==> config.mk <==
export PLATFORM = sky130hd
export DESIGN_NAME = smp_window_timer
export DESIGN_NICKNAME = d
export VERILOG_FILES = /design/src/rtl/smp_pkg.sv /design/src/rtl/smp_setup_regs.sv /design/src/rtl/smp_dur_calc.sv /design/src/rtl/smp_window_ctrl.sv /design/src/rtl/smp_window_timer.sv
export SDC_FILE = /design/constraint.sdc
export NUM_CORES = 1
export LEC_CHECK = 0
export BUFFER_PORTS_ARGS = -buffer_cell sky130_fd_sc_hd__buf_2
export CAP_MARGIN = 20
export CORE_ASPECT_RATIO = 1.2
export CORE_MARGIN = 2
export CORE_UTILIZATION = 45
export DETAILED_ROUTE_END_ITERATION = 7
export PLACE_DENSITY = 0.7
export SLEW_MARGIN = 15
export SYNTH_ARGS = -nofsm -noshare
export SYNTH_HDL_FRONTEND = slang
export SYNTH_SLANG_ARGS = --single-unit
export TNS_END_PERCENT = 30
==> constraint.sdc <==
create_clock -name clk_i -period 4.4 [get_ports clk_i]
set_clock_uncertainty 0.05 [all_clocks]
set_input_delay 0.22 -clock clk_i [delete_from_list [all_inputs] [get_ports clk_i]]
set_output_delay 0.22 -clock clk_i [all_outputs]
set_load 0.01 [all_outputs]
==> src/rtl/smp_pkg.sv <==
package smp_pkg;

    typedef enum logic [1:0] {
        ST_IDLE   = 2'd0,
        ST_SAMPLE = 2'd1,
        ST_DONE   = 2'd2
    } smp_state_e;

    // lowest count allowed with the x1 multiplier
    localparam int unsigned MIN_CNT_X1 = 3;

    // configuration addresses
    localparam int unsigned ADDR_SELECT = 2;

endpackage

==> src/rtl/smp_setup_regs.sv <==
module smp_setup_regs #(
    parameter int unsigned NUM_CH     = 32,
    parameter int unsigned NUM_SETUPS = 2,
    parameter int unsigned CNT_W      = 6,
    parameter int unsigned CODE_W     = 2,
    parameter int unsigned ADDR_W     = 2,
    parameter int unsigned DATA_W     = 32,
    parameter int unsigned CNT_RST    = 32
) (
    input  logic                                clk_i,
    input  logic                                rst_ni,
    input  logic                                we_i,
    input  logic [ADDR_W-1:0]                   addr_i,
    input  logic [DATA_W-1:0]                   wdata_i,
    input  logic                                lock_i,
    output logic [NUM_SETUPS-1:0][CNT_W-1:0]    cnt_o,
    output logic [NUM_SETUPS-1:0][CODE_W-1:0]   code_o,
    output logic [NUM_CH-1:0]                   sel_o
);
    import smp_pkg::*;

    typedef struct packed {
        logic [NUM_SETUPS-1:0][CNT_W-1:0]  cnt;
        logic [NUM_SETUPS-1:0][CODE_W-1:0] code;
        logic [NUM_CH-1:0]                 sel;
    } regs_t;

    regs_t regs_d, regs_q;

    always_comb begin
        regs_d = regs_q;
        if (we_i && !lock_i) begin
            for (int s = 0; s < NUM_SETUPS; s++) begin
                if (addr_i == ADDR_W'(s)) begin
                    regs_d.cnt[s]  = wdata_i[CNT_W-1:0];
                    regs_d.code[s] = wdata_i[CNT_W +: CODE_W];
                end
            end
            if (addr_i == ADDR_W'(ADDR_SELECT)) begin
                regs_d.sel = wdata_i[NUM_CH-1:0];
            end
        end
    end

    always_ff @(posedge clk_i or negedge rst_ni) begin
        if (!rst_ni) begin
            for (int s = 0; s < NUM_SETUPS; s++) begin
                regs_q.cnt[s]  <= CNT_W'(CNT_RST);
                regs_q.code[s] <= '0;
            end
            regs_q.sel <= '0;
        end else begin
            regs_q <= regs_d;
        end
    end

    assign cnt_o  = regs_q.cnt;
    assign code_o = regs_q.code;
    assign sel_o  = regs_q.sel;

    // nothing changes in the cycle after a locked cycle
    p_locked_stable_r5: assert property (@(posedge clk_i) disable iff (!rst_ni)
        lock_i |=> $stable(regs_q));

endmodule

==> src/rtl/smp_dur_calc.sv <==
module smp_dur_calc #(
    parameter int unsigned CNT_W  = 6,
    parameter int unsigned CODE_W = 2,
    parameter int unsigned DUR_W  = 11
) (
    input  logic [CNT_W-1:0]  cnt_i,
    input  logic [CODE_W-1:0] code_i,
    output logic [DUR_W-1:0]  dur_o
);
    import smp_pkg::*;

    logic [CNT_W-1:0] eff_cnt;
    int unsigned      shift;

    always_comb begin
        eff_cnt = cnt_i;
        if (code_i == '0 && cnt_i < CNT_W'(MIN_CNT_X1)) begin
            eff_cnt = CNT_W'(MIN_CNT_X1);
        end
        case (code_i)
            2'd1:    shift = 2;
            2'd2:    shift = 3;
            2'd3:    shift = 4;
            default: shift = 0;
        endcase
        dur_o = (DUR_W'(eff_cnt) + DUR_W'(1)) << shift;
    end

endmodule

==> src/rtl/smp_window_ctrl.sv <==
module smp_window_ctrl #(
    parameter int unsigned CH_W  = 5,
    parameter int unsigned DUR_W = 11
) (
    input  logic             clk_i,
    input  logic             rst_ni,
    input  logic             start_i,
    input  logic [CH_W-1:0]  chan_i,
    input  logic [DUR_W-1:0] dur_i,
    output logic             busy_o,
    output logic             sample_o,
    output logic             done_o,
    output logic [CH_W-1:0]  chan_o
);
    import smp_pkg::*;

    typedef struct packed {
        smp_state_e       state;
        logic [DUR_W-1:0] rem;
        logic [CH_W-1:0]  chan;
    } ctrl_t;

    ctrl_t ctl_d, ctl_q;

    always_comb begin
        ctl_d = ctl_q;
        case (ctl_q.state)
            ST_IDLE: begin
                if (start_i) begin
                    ctl_d.state = ST_SAMPLE;
                    ctl_d.rem   = dur_i - DUR_W'(1);
                    ctl_d.chan  = chan_i;
                end
            end
            ST_SAMPLE: begin
                if (ctl_q.rem == '0) begin
                    ctl_d.state = ST_DONE;
                end else begin
                    ctl_d.rem = ctl_q.rem - DUR_W'(1);
                end
            end
            default: begin
                ctl_d.state = ST_IDLE;
            end
        endcase
    end

    always_ff @(posedge clk_i or negedge rst_ni) begin
        if (!rst_ni) begin
            ctl_q.state <= ST_IDLE;
            ctl_q.rem   <= '0;
            ctl_q.chan  <= '0;
        end else begin
            ctl_q <= ctl_d;
        end
    end

    assign busy_o   = (ctl_q.state != ST_IDLE);
    assign sample_o = (ctl_q.state == ST_SAMPLE);
    assign done_o   = (ctl_q.state == ST_DONE);
    assign chan_o   = ctl_q.chan;

    // done lasts one cycle and busy is gone after it
    p_done_single_r7: assert property (@(posedge clk_i) disable iff (!rst_ni)
        done_o |=> (!done_o && !busy_o));

    // done only right after a sampling cycle
    p_done_after_sample_r7: assert property (@(posedge clk_i) disable iff (!rst_ni)
        done_o |-> $past(sample_o));

    // a window opens only after a start pulse
    p_sample_needs_start_r8: assert property (@(posedge clk_i) disable iff (!rst_ni)
        $rose(sample_o) |-> $past(start_i));

    // sampling lies inside busy
    p_sample_in_busy_r8: assert property (@(posedge clk_i) disable iff (!rst_ni)
        sample_o |-> busy_o);

    // captured channel holds while busy
    p_chan_held_r6: assert property (@(posedge clk_i) disable iff (!rst_ni)
        busy_o |=> $stable(chan_o));

    // no window is shorter than four cycles
    p_min_window_r4: assert property (@(posedge clk_i) disable iff (!rst_ni)
        $rose(sample_o) |-> (ctl_q.rem >= DUR_W'(3)));

endmodule

==> src/rtl/smp_window_timer.sv <==
module smp_window_timer #(
    parameter int unsigned NUM_CH  = 32,
    parameter int unsigned CNT_W   = 6,
    parameter int unsigned CODE_W  = 2,
    parameter int unsigned ADDR_W  = 2,
    parameter int unsigned DATA_W  = 32,
    parameter int unsigned CNT_RST = 32
) (
    input  logic                       clk_i,
    input  logic                       rst_ni,
    input  logic                       cfg_we_i,
    input  logic [ADDR_W-1:0]          cfg_addr_i,
    input  logic [DATA_W-1:0]          cfg_wdata_i,
    input  logic                       start_i,
    input  logic [$clog2(NUM_CH)-1:0]  chan_i,
    output logic                       busy_o,
    output logic                       sample_o,
    output logic                       done_o,
    output logic [$clog2(NUM_CH)-1:0]  win_chan_o
);
    localparam int unsigned CH_W       = $clog2(NUM_CH);
    localparam int unsigned NUM_SETUPS = 2;
    localparam int unsigned DUR_W      = CNT_W + 5;

    logic [NUM_SETUPS-1:0][CNT_W-1:0]  set_cnt;
    logic [NUM_SETUPS-1:0][CODE_W-1:0] set_code;
    logic [NUM_CH-1:0]                 ch_sel;
    logic [NUM_SETUPS-1:0][DUR_W-1:0]  set_dur;
    logic [DUR_W-1:0]                  pick_dur;

    smp_setup_regs #(
        .NUM_CH     (NUM_CH),
        .NUM_SETUPS (NUM_SETUPS),
        .CNT_W      (CNT_W),
        .CODE_W     (CODE_W),
        .ADDR_W     (ADDR_W),
        .DATA_W     (DATA_W),
        .CNT_RST    (CNT_RST)
    ) u_regs (
        .clk_i   (clk_i),
        .rst_ni  (rst_ni),
        .we_i    (cfg_we_i),
        .addr_i  (cfg_addr_i),
        .wdata_i (cfg_wdata_i),
        .lock_i  (busy_o),
        .cnt_o   (set_cnt),
        .code_o  (set_code),
        .sel_o   (ch_sel)
    );

    for (genvar s = 0; s < NUM_SETUPS; s++) begin : g_dur
        smp_dur_calc #(
            .CNT_W  (CNT_W),
            .CODE_W (CODE_W),
            .DUR_W  (DUR_W)
        ) u_calc (
            .cnt_i  (set_cnt[s]),
            .code_i (set_code[s]),
            .dur_o  (set_dur[s])
        );
    end

    assign pick_dur = ch_sel[chan_i] ? set_dur[1] : set_dur[0];

    smp_window_ctrl #(
        .CH_W  (CH_W),
        .DUR_W (DUR_W)
    ) u_ctrl (
        .clk_i    (clk_i),
        .rst_ni   (rst_ni),
        .start_i  (start_i),
        .chan_i   (chan_i),
        .dur_i    (pick_dur),
        .busy_o   (busy_o),
        .sample_o (sample_o),
        .done_o   (done_o),
        .chan_o   (win_chan_o)
    );

    // a start while busy leaves the window running
    p_busy_start_r6: assert property (@(posedge clk_i) disable iff (!rst_ni)
        (sample_o && start_i && !$past(start_i && !busy_o)) |=> busy_o);

endmodule

# Word-level counts from Yosys, hierarchy flattened
# Cells that the tools add are included.
[totals]
output_inout_bits = 8
in_bits = 43
register_bits = 66
wordCells = 59
[classes]
muxes = 12
shift = 2
n_lt_le_gt_ge = 3
add_sub_neg = 4
n_reduce_logical = 17
eq_ne = 13
[ops]
columns = ["operator", "count"]
rows = [
  ["11-bit two-way mux", 2],
  ["11-bit one-hot mux with 2 select lines", 1],
  ["11-bit by 3-bit << shifter with 11-bit output", 2],
  ["11-bit by 1-bit subtractor with 11-bit output (second input constant)", 2],
  ["18-bit two-way mux", 1],
  ["3-bit one-hot mux with 3 select lines", 2],
  ["6-bit by 1-bit adder with 7-bit output (second input constant)", 2],
  ["2-bit equality test (second input constant)", 6],
  ["6-bit by 2-bit < comparator with 1-bit output (second input constant)", 2],
  ["6-bit two-way mux", 2],
  ["11-bit logical NOT", 1],
  ["2-bit AND reduction", 5],
  ["2-bit by 1-bit equality test with 1-bit output (second input constant)", 4],
  ["2-bit logical NOT", 4],
  ["5-bit by 6-bit < comparator with 1-bit output (second input constant)", 1],
  ["1-bit binary-select mux with 5-bit select", 1],
  ["2-bit inequality test (second input constant)", 2],
  ["2-bit one-hot mux with 2 select lines", 1],
  ["2-bit nonzero test", 2],
  ["1-bit logical AND", 3],
  ["3-bit AND reduction", 1],
  ["2-bit two-way mux", 1],
  ["2-bit by 1-bit inequality test with 1-bit output (second input constant)", 1],
  ["1-bit logical NOT", 1],
  ["1-bit two-way mux", 1],
]

# Depth between registers and ports, before layout
# Gate-level depths: netlist of run 1.
[logic_depth]
word_depth = 9
ltp_mapped = 16
mapped_depth_nobuf = 15

# Modules after synthesis
# Synthesis of run 1 repeated with hierarchy kept, for this count alone.
[hier_totals]
hier_cells = 485
hier_area_um2 = 5126.2
[by_module_without_submodules]
columns = ["mod", "seq_area_each_um2", "cells_per_inst", "area_each_um2", "n_inst"]
rows = [
  ["smp_setup_regs", 1203.7, 104, 1975.6, 1],
  ["smp_dur_calc", 0.0, 98, 742.0, 2],
  ["smp_window_ctrl", 450.4, 132, 1202.4, 1],
  ["smp_window_timer", 0.0, 53, 464.2, 1],
]

# Least setup slack after synthesis of run 1
# Ideal clock, no wire load.
[synth_path]
kind = "reg-to-reg"
startpoint = "reg u_regs.regs_q[44], in the netlist u_regs.cnt_o[8]"
endpoint = "reg u_ctrl.ctl_q[11] (netlist bit)"
required_time_ps = 4224
setup_ps = 126
path_slack_ps = 914
period_less_slack_ps = 3486
path_stages_with_launch = 16
arrival_time_ps = 3310
n_path_buf = 2
cell_sequence = "dfrtp_1 clkbuf_1 or4b_1 or2_2 nand2b_1 ha_1 and3_1 clkbuf_1 xnor2_1 mux2_2 a21oi_1 o21ai_0 mux2i_1 nand3_1 xnor2_1 a221o_1"
[synth_between]
elab_chain_len = 9
[synth_lines]
columns = ["item", "line", "rtl"]
rows = [
  ["from (decl)", "smp_setup_regs.sv:28", "regs_t regs_d, regs_q;"],
  ["from (signal assigned)", "smp_setup_regs.sv:53", "regs_q <= regs_d;"],
  ["6-bit by 2-bit < comparator with 1-bit output", "smp_dur_calc.sv:17", "if (code_i == '0 && cnt_i < CNT_W'(MIN_CNT_X1)) begin"],
  ["1-bit logical AND", "smp_dur_calc.sv:17", ""],
  ["6-bit two-way mux *", "smp_dur_calc.sv:17", ""],
  ["6-bit by 1-bit adder with 7-bit output *", "smp_dur_calc.sv:26", "dur_o = (DUR_W'(eff_cnt) + DUR_W'(1)) << shift;"],
  ["11-bit by 3-bit << shifter with 11-bit output *", "smp_dur_calc.sv:26", ""],
  ["11-bit two-way mux *", "smp_window_timer.sv:63", "assign pick_dur = ch_sel[chan_i] ? set_dur[1] : set_dur[0];"],
  ["11-bit by 1-bit subtractor with 11-bit output *", "smp_window_ctrl.sv:31", "ctl_d.rem = dur_i - DUR_W'(1);"],
  ["18-bit two-way mux *", "smp_window_ctrl.sv:29", "if (start_i) begin"],
  ["11-bit one-hot mux with 2 select lines *", "smp_window_ctrl.sv:27", "case (ctl_q.state)"],
  ["to (signal assigned)", "smp_window_ctrl.sv:54", "ctl_q <= ctl_d;"],
  ["to (decl)", "smp_window_ctrl.sv:23", "ctrl_t ctl_d, ctl_q;"],
]
# Every way passes the cells marked *; elsewhere a longest branch is shown, timed or not. The select of a mux whose other input is x is not followed.
# A chain may end at the register's enable or synchronous reset.

# Worst setup path in the final report of run 1
[layout_path]
startpoint = "reg u_regs.regs_q[34], in the netlist u_regs.code_o[2]"
endpoint = "reg u_ctrl.ctl_q[11] (netlist bit)"
[layout_between]
elab_chain_len = 9
word_cells_on_any_way = 13
cone_classes = "2 x add/sub; 3 x eq/ne; 1 x shift; 5 x mux; 2 x reduce/logical"
[layout_lines]
columns = ["item", "line"]
rows = [
  ["2-bit logical NOT", "smp_dur_calc.sv:17"],
  ["1-bit logical AND", "smp_dur_calc.sv:17"],
  ["6-bit two-way mux", "smp_dur_calc.sv:17"],
  ["6-bit by 1-bit adder with 7-bit output", "smp_dur_calc.sv:26"],
  ["11-bit by 3-bit << shifter with 11-bit output *", "smp_dur_calc.sv:26"],
  ["11-bit two-way mux *", "smp_window_timer.sv:63"],
  ["11-bit by 1-bit subtractor with 11-bit output *", "smp_window_ctrl.sv:31"],
  ["18-bit two-way mux *", "smp_window_ctrl.sv:29"],
  ["11-bit one-hot mux with 2 select lines *", "smp_window_ctrl.sv:27"],
]
# Marked as above.

==> results of run 1 <==
report_power, final:
group / switching [W] / internal (W)
Clock: 0.000257 / 0.000454
Combinational: 0.0000478 / 0.0000317
Sequential: 0 / 0.000608
through the flow:
step / worst slack (ns) / power [W]
finish: 0.701 / 0.00140
global route: 0.478 / 0.00144
CTS: 0.709 / 0.00141
detailed placement: 0.711 / 0.000698
global placement: 0.810 / 0.000696
floorplan: 0.914 / 0.000655
cell type report:
class	count	area, sq um
well taps	126	158
inverters	20	80.1
flip-flops and latches	66	1650
clock inverters	4	51.3
clock buffers	12	246
fillers	922	4800
multi-input cells	363	2650
repair buffers	53	270
flip-flops by register name, indices dropped and copies added, names as in the netlist:
| name | cells |
|---|---|
| u_ctrl.chan_o | 5 |
| u_ctrl.ctl_q | 13 |
| u_regs.cnt_o | 12 |
| u_regs.sel_o | 32 |
| u_regs.code_o | 4 |
cell families after synthesis:
| logic type | after synthesis |
|---|---|
| and+or+nand+nor | 162 |
| AOI/OAI and AO/OA | 100 |
| muxes | 78 |
| DFF | 66 |
| buffers and inverters | 53 |
| xor gates and xnor gates | 13 |
| adders and majority gates | 10 |
worst max path at each step:
stage	start	end	cells past startpoint
2_1_floorplan	u_regs.cnt_o[8]$_DFFE_PN0P_	u_ctrl.ctl_q[11]$_DFFE_PN0P_	15
4_1_cts	u_regs.code_o[0]$_DFFE_PN0P_	u_ctrl.ctl_q[14]$_DFFE_PN0P_	15
6_report	u_regs.code_o[2]$_DFFE_PN0P_	u_ctrl.ctl_q[11]$_DFFE_PN0P_	15
3_3_place_gp	u_regs.code_o[0]$_DFFE_PN0P_	u_ctrl.ctl_q[14]$_DFFE_PN0P_	13
5_1_grt	u_regs.code_o[2]$_DFFE_PN0P_	u_ctrl.ctl_q[11]$_DFFE_PN0P_	15
3_5_place_dp	u_regs.code_o[2]$_DFFE_PN0P_	u_ctrl.ctl_q[11]$_DFFE_PN0P_	15
metal layers:
metal | GRT usage (%) | wire length, um
met5 | 0 | 0
met3 | 3.96 | 356
met1 | 23.4 | 4280
met2 | 36.5 | 5610
met4 | 6.67 | 195
layout by cell type, fill, tap and decap left out, types with 7 or more instances in the layout:
cell and count:
xnor2_1 10, nor2_1 28, a211oi_1 7, mux2i_1 25
nor3_1 18, nor2b_1 13, nand3_1 14, a21oi_1 13
o21ai_0 26, mux2_2 51, inv_1 19, dfrtp_1 64
clkbuf_16 9, ha_1 10, nand2_1 51, nand2b_1 10
buf_2 51
==> impl_metrics.ini, run 1 <==
[outcome]
outcome = finished clean

[detailed_routing]
wl_per_cell_um = 16.2
finalWirelength_um = 10400
antenna_left = 0
vias = 3686
vias_per_cell = 5.72
post-route-drc-count = 0
drt_iter0_markers = 195
drtPass1Iterations = 5

[synthesis]
avgSynthCellArea_sq_um = 9.41
syn-num-nets = 535
synthTopCellsByCount = dfrtp_1 (64), mux2_2 (51), nand2_1 (51), nor2_1 (28), o21ai_0 (26)
async_flop_share_pct = 100
synth-edff-count = 0
synth_area_leader_cell = dfrtp_1
ys_top_cells_by_area = dfrtp_1 (35%), mux2_2 (13%), mux2i_1 (5.5%), nand2_1 (4.2%), o21ai_0 (2.9%)
synth_top_area_share_pct = 35.3
synth-seq-cells = 66
synth_compound_area_share_pct = 16.1
synth_warnings = 0
synth_mux_area_share_pct = 19.0
syn-cell-area_sq_um = 4540
synth-seq-area-share_pct = 36.5
synth_cell_types = 70
synth_ff_type = dfrtp_1
synth_top_family_by_area = multiplexers
synth_xor_area_share_pct = 2.51
synthSimpleGateAreaFrac_pct = 18.0
synthAdderAreaFrac_pct = 2.76
yosysMostFrequentCell = dfrtp_1
syn_inst = 482

[global_routing]
grt_overflow = 0
grt_pass1_wl_um = 17400
grt_use_total_pct = 20.1
grt_max_degree = 67
first_global_vias = 3738
antenna_found_initial = 0

[floorplanning]
fp.dieH_um = 114
fp-row-count = 40
die_x_um = 95.7
start_util_pct = 45.8
die_area_sq_um = 10900
core_area_sq_um = 9910
io_pins = 51

[sta]
worstMarginPinSlew_ns = 0.845
whs_ns = 0.0103
finalCritPeriodShare_pct = 84.1
slew_headroom_pct = 43.7
hold_violations = 0
fin_tns_setup_ns = 0
max_freq_ghz = 0.270
setup_viol = 0
fin_crit_ns = 3.70
slew_violations = 0
rsz0062_at_grt = no

[clocking]
clk_latency_ns = 0.33
root_buffer = clkbuf_16
cts_resized = 0
h-tree-depth = 3
cts_sinks = 66
clkTransAtPathRegs_ns = 0.05
cts_buffer_depth = 2
post_cts_buffers = 0
cts_buffers = 9
cts_tree = done
postCtsHoldBufs = 0

[place]
hpwl_um = 7700
placed_cells = 627
numPortBuffers = 50
placedInstanceArea_sq_um = 4800
gp_congestion = 0.834

[hold_path]
hold_path.class = input port to asynchronous set/reset pin

[finish]
fin_util_pct = 51.5
drive_gt1_share_pct = 25.7
num_antenna_cells = 0
fin_area_sq_um = 5100
fin_nets = 566
area_growth_pct = 12.5
final_cells = 644

[worst_setup_path]
cp-start-kind = register
cp_top_family = compound AO/OA/AOI/OAI gates
cpPeakStageDelay_ns = 0.44
cp_data_required_time_ns = 4.57
critPathMaxFanout = 5
worstPathArrival_ns = 3.87
rrSetupSlack_ns = 0.70
r2r_start = u_regs.code_o[2]$_DFFE_PN0P_
end_kind = register
crit_slowest_cell = or4b_1
cp_num_buf_inv = 2
reg2reg_depth = 15
path_cells = inv_1 > ha_1 > or4b_1 > o21a_1 > inv_1 > ha_1 > and3_1 > xnor2_1 > mux2_2 > a21oi_1 > o21ai_0 > mux2i_1 > nand3_1 > xnor2_1 > a221o_1
rr_endpoint = u_ctrl.ctl_q[11]$_DFFE_PN0P_
crit_type = register to register

[power_and_ir_drop]
leakage_nw = 2.38
p_per_area_nw_per_um2 = 274
ir_drop_mv = 0.294

[job]
drv_cap = 0
No activity file was read; power rests on OpenSTA's default activity.
==> run 2: changes to the inputs <==
==> constraint.sdc (replaced) <==
create_clock -name clk_i -period 3.56 [get_ports clk_i]
set_clock_uncertainty 0.05 [all_clocks]
set_input_delay 0.178 -clock clk_i [delete_from_list [all_inputs] [get_ports clk_i]]
set_output_delay 0.178 -clock clk_i [all_outputs]
set_load 0.01 [all_outputs]
==> run 2 against run 1 <==
  * Total power up 23%
  * Die area unchanged
  * First-iteration DRC count down 5.6%
  * Sequential power up 24%
  * Maximum frequency up 5.7%
  * Global-route usage up 0.94 points
  * Clock power up 21%
  * Count of clock-buffer cells in the layout down 2
  * Largest cell class unchanged
==> impl_metrics.ini, run 2 (synthesis results as in run 1) <==
[worst_setup_path]
cp_data_required_time_ns = 3.71
critPathMaxFanout = 3
worstPathArrival_ns = 3.65
cp-start-kind = register
crit_type = register to register
end_kind = register

[finish]
num_antenna_cells = 0
final_cell_mix = dfrtp_1 (64), nand2_1 (51), buf_2 (50)
fin_util_pct = 55.0
fin_nets = 594
n_fill_cell = 867
largest_reg_flops = 32
area_growth_pct = 20.2
final_common_cell = dfrtp_1
drive_gt1_share_pct = 33.8

[sta]
finalCritPeriodShare_pct = 98.3
max_freq_ghz = 0.286
slew_headroom_pct = 54.5
fin_crit_ns = 3.50
worstMarginPinSlew_ns = 0.683
setup_viol = 0
hold_violations = 0
rsz0062_at_grt = yes
whs_ns = 0.0217
slew_violations = 0

[clocking]
cts_sinks = 66
clk_latency_ns = 0.33
root_buffer = clkbuf_16
clkTransAtPathRegs_ns = 0.05
cts_buffer_depth = 2
cts_buffers = 9
h-tree-depth = 3
cts_tree = done

[detailed_routing]
vias = 3874
met1Wirelength_um = 4470
drt_iter0_markers = 184
met2_length_um = 5830
drtPass1Iterations = 5
antenna_left = 0
finalWirelength_um = 11000
wl_per_cell_um = 16.4
vias_per_cell = 5.77
top_layer = met4
post-route-drc-count = 0
dr_wl_met3_um = 459

[global_routing]
grt_max_degree = 48
grt_use_total_pct = 21.1
grt_pass1_wl_um = 18000
first_global_vias = 3807
grt_overflow = 0
antenna_found_initial = 0

[power_and_ir_drop]
ir_drop_mv = 0.344
p_per_area_nw_per_um2 = 314
leakage_nw = 2.56

[place]
numPortBuffers = 50
gp_congestion = 0.900
hpwl_um = 8000

[job]
drv_cap = 0

[floorplanning]
fp-row-count = 40
core_area_sq_um = 9910
fp.dieH_um = 114
start_util_pct = 45.8
die_area_sq_um = 10900
die_x_um = 95.7
io_pins = 51

[outcome]
outcome = finished clean

[hold_path]
hold_path.class = input port to register
[run 2: report_power, final]
| part | switching (W) | internal, W | total, W | leakage, nW |
|---|---|---|---|---|
| sequential | 0 | 0.000751 | 0.000751 | 0.869 |
| combinational | 0.0000615 | 0.0000453 | 0.000107 | 1.55 |
| clock | 0.000322 | 0.000536 | 0.000858 | 0.138 |
| total | 0.000383 | 0.00133 | 0.00172 | 2.56 |
[run 2: worst paths after layout]
kind	startpoint	endpoint	slack (ns)	cells past startpoint
worst max-delay path	u_regs.code_o[0]$_DFFE_PN0P_	u_ctrl.ctl_q[12]$_DFFE_PN0P_	0.06	13
worst max register to register	u_regs.code_o[0]$_DFFE_PN0P_	u_ctrl.ctl_q[12]$_DFFE_PN0P_	0.06	13
worst min-delay path	cfg_wdata_i[28]	u_regs.sel_o[28]$_DFFE_PN0P_	0.02	2
worst min register to register	u_ctrl.chan_o[4]$_DFFE_PN0P_	u_ctrl.chan_o[4]$_DFFE_PN0P_	0.42	2
min in group asynchronous	rst_ni	u_regs.cnt_o[8]$_DFFE_PN0P_	0.30	2
max in group asynchronous	rst_ni	u_ctrl.chan_o[4]$_DFFE_PN0P_	2.19	3
[run 2: metrics by stage]
step / cell area [sq um] / TNS [ns] / std cells / power, W / worst slack (ns)
3_5_place_dp: 4940 / -0.0720 / 644 / 0.000867 / -0.0509
6_report: 5450 / 0 / 671 / 0.00172 / 0.0605
3_3_place_gp: 4940 / 0 / 644 / 0.000866 / 0.0542
4_1_cts: 5300 / 0 / 664 / 0.00172 / 0.0320
5_1_grt: 5450 / -0.0806 / 671 / 0.00177 / -0.0247
2_1_floorplan: 4540 / 0 / 482 / 0.000810 / 0.0744
[run 2: layout make-up]
class | instances | area (sq um) | area share, %
Clock inverter | 5 | 56.3 | 1.03
Timing Repair Buffer | 81 | 498 | 9.13
Clock buffer | 10 | 229 | 4.20
Tap cell | 126 | 158 | 2.89
Inverter | 20 | 80.1 | 1.47
Sequential cell | 66 | 1650 | 30.3
Multi-Input combinational cell | 363 | 2780 | 51.0
[run 2: worst max-delay path, stage by stage (launching register included)]
cell and delay [ns]:
dfrtp_1 0.38, inv_2 0.08, ha_4 0.12, or4b_4 0.47
o21ba_4 0.23, clkinv_4 0.05, ha_4 0.19, mux2_4 0.28
mux2_4 0.28, o41a_1 0.42, o32a_4 0.35, nor3b_4 0.22
xnor2_1 0.14, o21ai_1 0.10
[run 2: per-layer routing]
metal	vias up	global-route usage [%]
li1	1858	-
met1	1883	24.8
met2	110	36.8
met3	23	5.22
met4	0	7.52
met5	-	0
[run 2: repair_timing]
action	in CTS	in global routing
buffers inserted	4	7
resized for setup	9	25
pin swaps	6	10
hold endpoints to repair	18	0
cloned	0	0
endpoints found under the setup margin	4	9
hold buffers	1	0
==> run 3: changes to the inputs <==
--- a/config.mk
+++ b/config.mk
@@ -5,7 +5,7 @@
 export SDC_FILE = /design/constraint.sdc
 export NUM_CORES = 1
 export LEC_CHECK = 0
-export BUFFER_PORTS_ARGS = -buffer_cell sky130_fd_sc_hd__buf_2
+export BUFFER_PORTS_ARGS = -buffer_cell sky130_fd_sc_hd__buf_4
 export CAP_MARGIN = 20
 export CORE_ASPECT_RATIO = 1.2
 export CORE_MARGIN = 2
==> run 3 against run 2 <==
  * Register-to-register slack worse by 0.03 ns
  * Largest power group unchanged
  * Combinational power grew 7%
  * Critical endpoint is now u_ctrl.ctl_q[14]$_DFFE_PN0P_
  * First-iteration DRC count fell by 13%
  * Die area unchanged
  * Worst setup slack got worse by 0.029 ns
  * Worst hold slack improved by 0.0029 ns
  * Global-route usage is 0.51 points higher
==> impl_metrics.ini, run 3 (synthesis results as in run 1) <==
[worst_setup_path]
path_cells = inv_2 > ha_1 > or4b_4 > o21ba_4 > clkinv_4 > ha_4 > mux2_4 > mux2_4 > o41a_1 > o32a_4 > nor3b_4 > a211o_2 > nand3_2
worstPathArrival_ns = 3.69
crit_type = register to register
cpPeakStageDelay_ns = 0.47
crit_slowest_cell = or4b_4
critPathMaxFanout = 3
cp-start-kind = register
cp_common_cell = mux2_4
cp_data_required_time_ns = 3.72
end_kind = register

[floorplanning]
start_util_pct = 45.8
die_area_sq_um = 10900
io_pins = 51
fp-row-count = 40
die_x_um = 95.7
core_area_sq_um = 9910
fp.dieH_um = 114

[finish]
area_growth_pct = 21.5
largest_reg_flops = 32
final_common_cell = buf_4
seq_area_sq_um = 1650
fin_nets = 592
n_fill_cell = 875
drive_gt1_share_pct = 32.4
final_cell_mix = buf_4 (78), dfrtp_1 (64), nand2_1 (51)
fin_util_pct = 55.6
num_antenna_cells = 0
multi_input_area_sq_um = 2740

[sta]
slew_headroom_pct = 43.7
rsz0062_at_grt = yes
fin_crit_ns = 3.53
setup_viol = 0
hold_violations = 0
worstMarginPinSlew_ns = 0.845
finalCritPeriodShare_pct = 99.1
max_freq_ghz = 0.283
slew_violations = 0
fin_tns_setup_ns = 0

[global_routing]
antenna_found_initial = 0
grt_overflow = 0
grt_use_total_pct = 21.6
grt_max_degree = 67
first_global_vias = 3889
grt_pass1_wl_um = 18500

[outcome]
outcome = finished clean

[detailed_routing]
post-route-drc-count = 0
drt_iter0_markers = 161
wl_per_cell_um = 16.3
finalWirelength_um = 10900
drtPass1Iterations = 5
vias_per_cell = 5.73
antenna_left = 0
vias = 3841

[clocking]
cts_tree = done
cts_sinks = 66
clk_latency_ns = 0.33
root_buffer = clkbuf_16
cts_buffers = 9
cts_buffer_depth = 2
h-tree-depth = 3
clkTransAtPathRegs_ns = 0.06

[place]
numPortBuffers = 50
hpwl_um = 8100
gp_congestion = 0.845

[hold_path]
hold_path.class = input port to register

[power_and_ir_drop]
ir_drop_mv = 0.268
p_per_area_nw_per_um2 = 313
leakage_nw = 2.57

[job]
drv_cap = 0
## run 3: cell type report
class | instances | area share [%]
clock buffer | 11 | 4.22
inverter | 20 | 1.45
clock inverter | 5 | 0.999
timing repair buffer | 79 | 10.8
sequential | 66 | 30.0
tap | 126 | 2.86
multi-input combinational | 363 | 49.7
## run 3: final timing paths
check                                        startpoint                      endpoint  slack (ns)  cells after the start
max                        u_regs.code_o[1]$_DFFE_PN0P_  u_ctrl.ctl_q[14]$_DFFE_PN0P_        0.03                     13
min                                      cfg_wdata_i[8]   u_regs.sel_o[8]$_DFFE_PN0P_        0.02                      2
max reg2reg                u_regs.code_o[1]$_DFFE_PN0P_  u_ctrl.ctl_q[14]$_DFFE_PN0P_        0.03                     13
min reg2reg                u_ctrl.chan_o[2]$_DFFE_PN0P_  u_ctrl.chan_o[2]$_DFFE_PN0P_        0.42                      2
max in group asynchronous                        rst_ni  u_ctrl.ctl_q[16]$_DFFE_PN0P_        2.44                      2
min in group asynchronous                        rst_ni   u_regs.sel_o[3]$_DFFE_PN0P_        0.45                      2
## run 3: where the power goes
group | switching (W) | internal, W | leakage, nW
sequential | 0 | 0.000751 | 0.869
combinational | 0.0000605 | 0.0000541 | 1.57
clock | 0.000321 | 0.000539 | 0.136
total | 0.000382 | 0.00134 | 2.57
## run 3: routing by layer
metal / part of all wire, % / routed length, um / global-route usage, %
met3: 3.8 / 411 / 3.83
met5: 0 / 0 / 0
met4: 3.0 / 333 / 9.33
met2: 52 / 5670 / 37.5
met1: 41 / 4530 / 25.8
## run 3: what timing repair did
item / 4_1_cts / 5_1_grt
hold buffers: 1 / 0
endpoints found under the hold margin: 64 / 0
gates cloned: 0 / 0
pin swaps: 5 / 6
buffers inserted: 4 / 2
resized for setup: 9 / 16
setup endpoints to repair: 3 / 8
## run 3: critical path: cells and delay by family, from the launching register on
| family | cells | cell delay [ns] |
|---|---|---|
| buffers and inverters | 2 | 0.12 |
| DFF | 1 | 0.40 |
| and+or+nand+nor | 3 | 0.76 |
| adders and majority gates | 2 | 0.31 |
| AOI/OAI and AO/OA | 4 | 1.21 |
| muxes | 2 | 0.56 |
## run 3: through the flow
| stage | cell area [sq um] | setup WS (ns) | std cells | hold WS [ns] | power (W) |
|---|---|---|---|---|---|
| floorplan | 4540 | 0.0744 | 482 | -0.168 | 0.000810 |
| global placement | 5080 | 0.0625 | 647 | 0.288 | 0.000876 |
| detailed placement | 5080 | -0.0236 | 647 | 0.295 | 0.000878 |
| CTS | 5430 | 0.00411 | 668 | 0.0197 | 0.00174 |
| global route | 5510 | -0.0554 | 670 | 0.0279 | 0.00178 |
| finish | 5510 | 0.0314 | 670 | 0.0246 | 0.00173 |
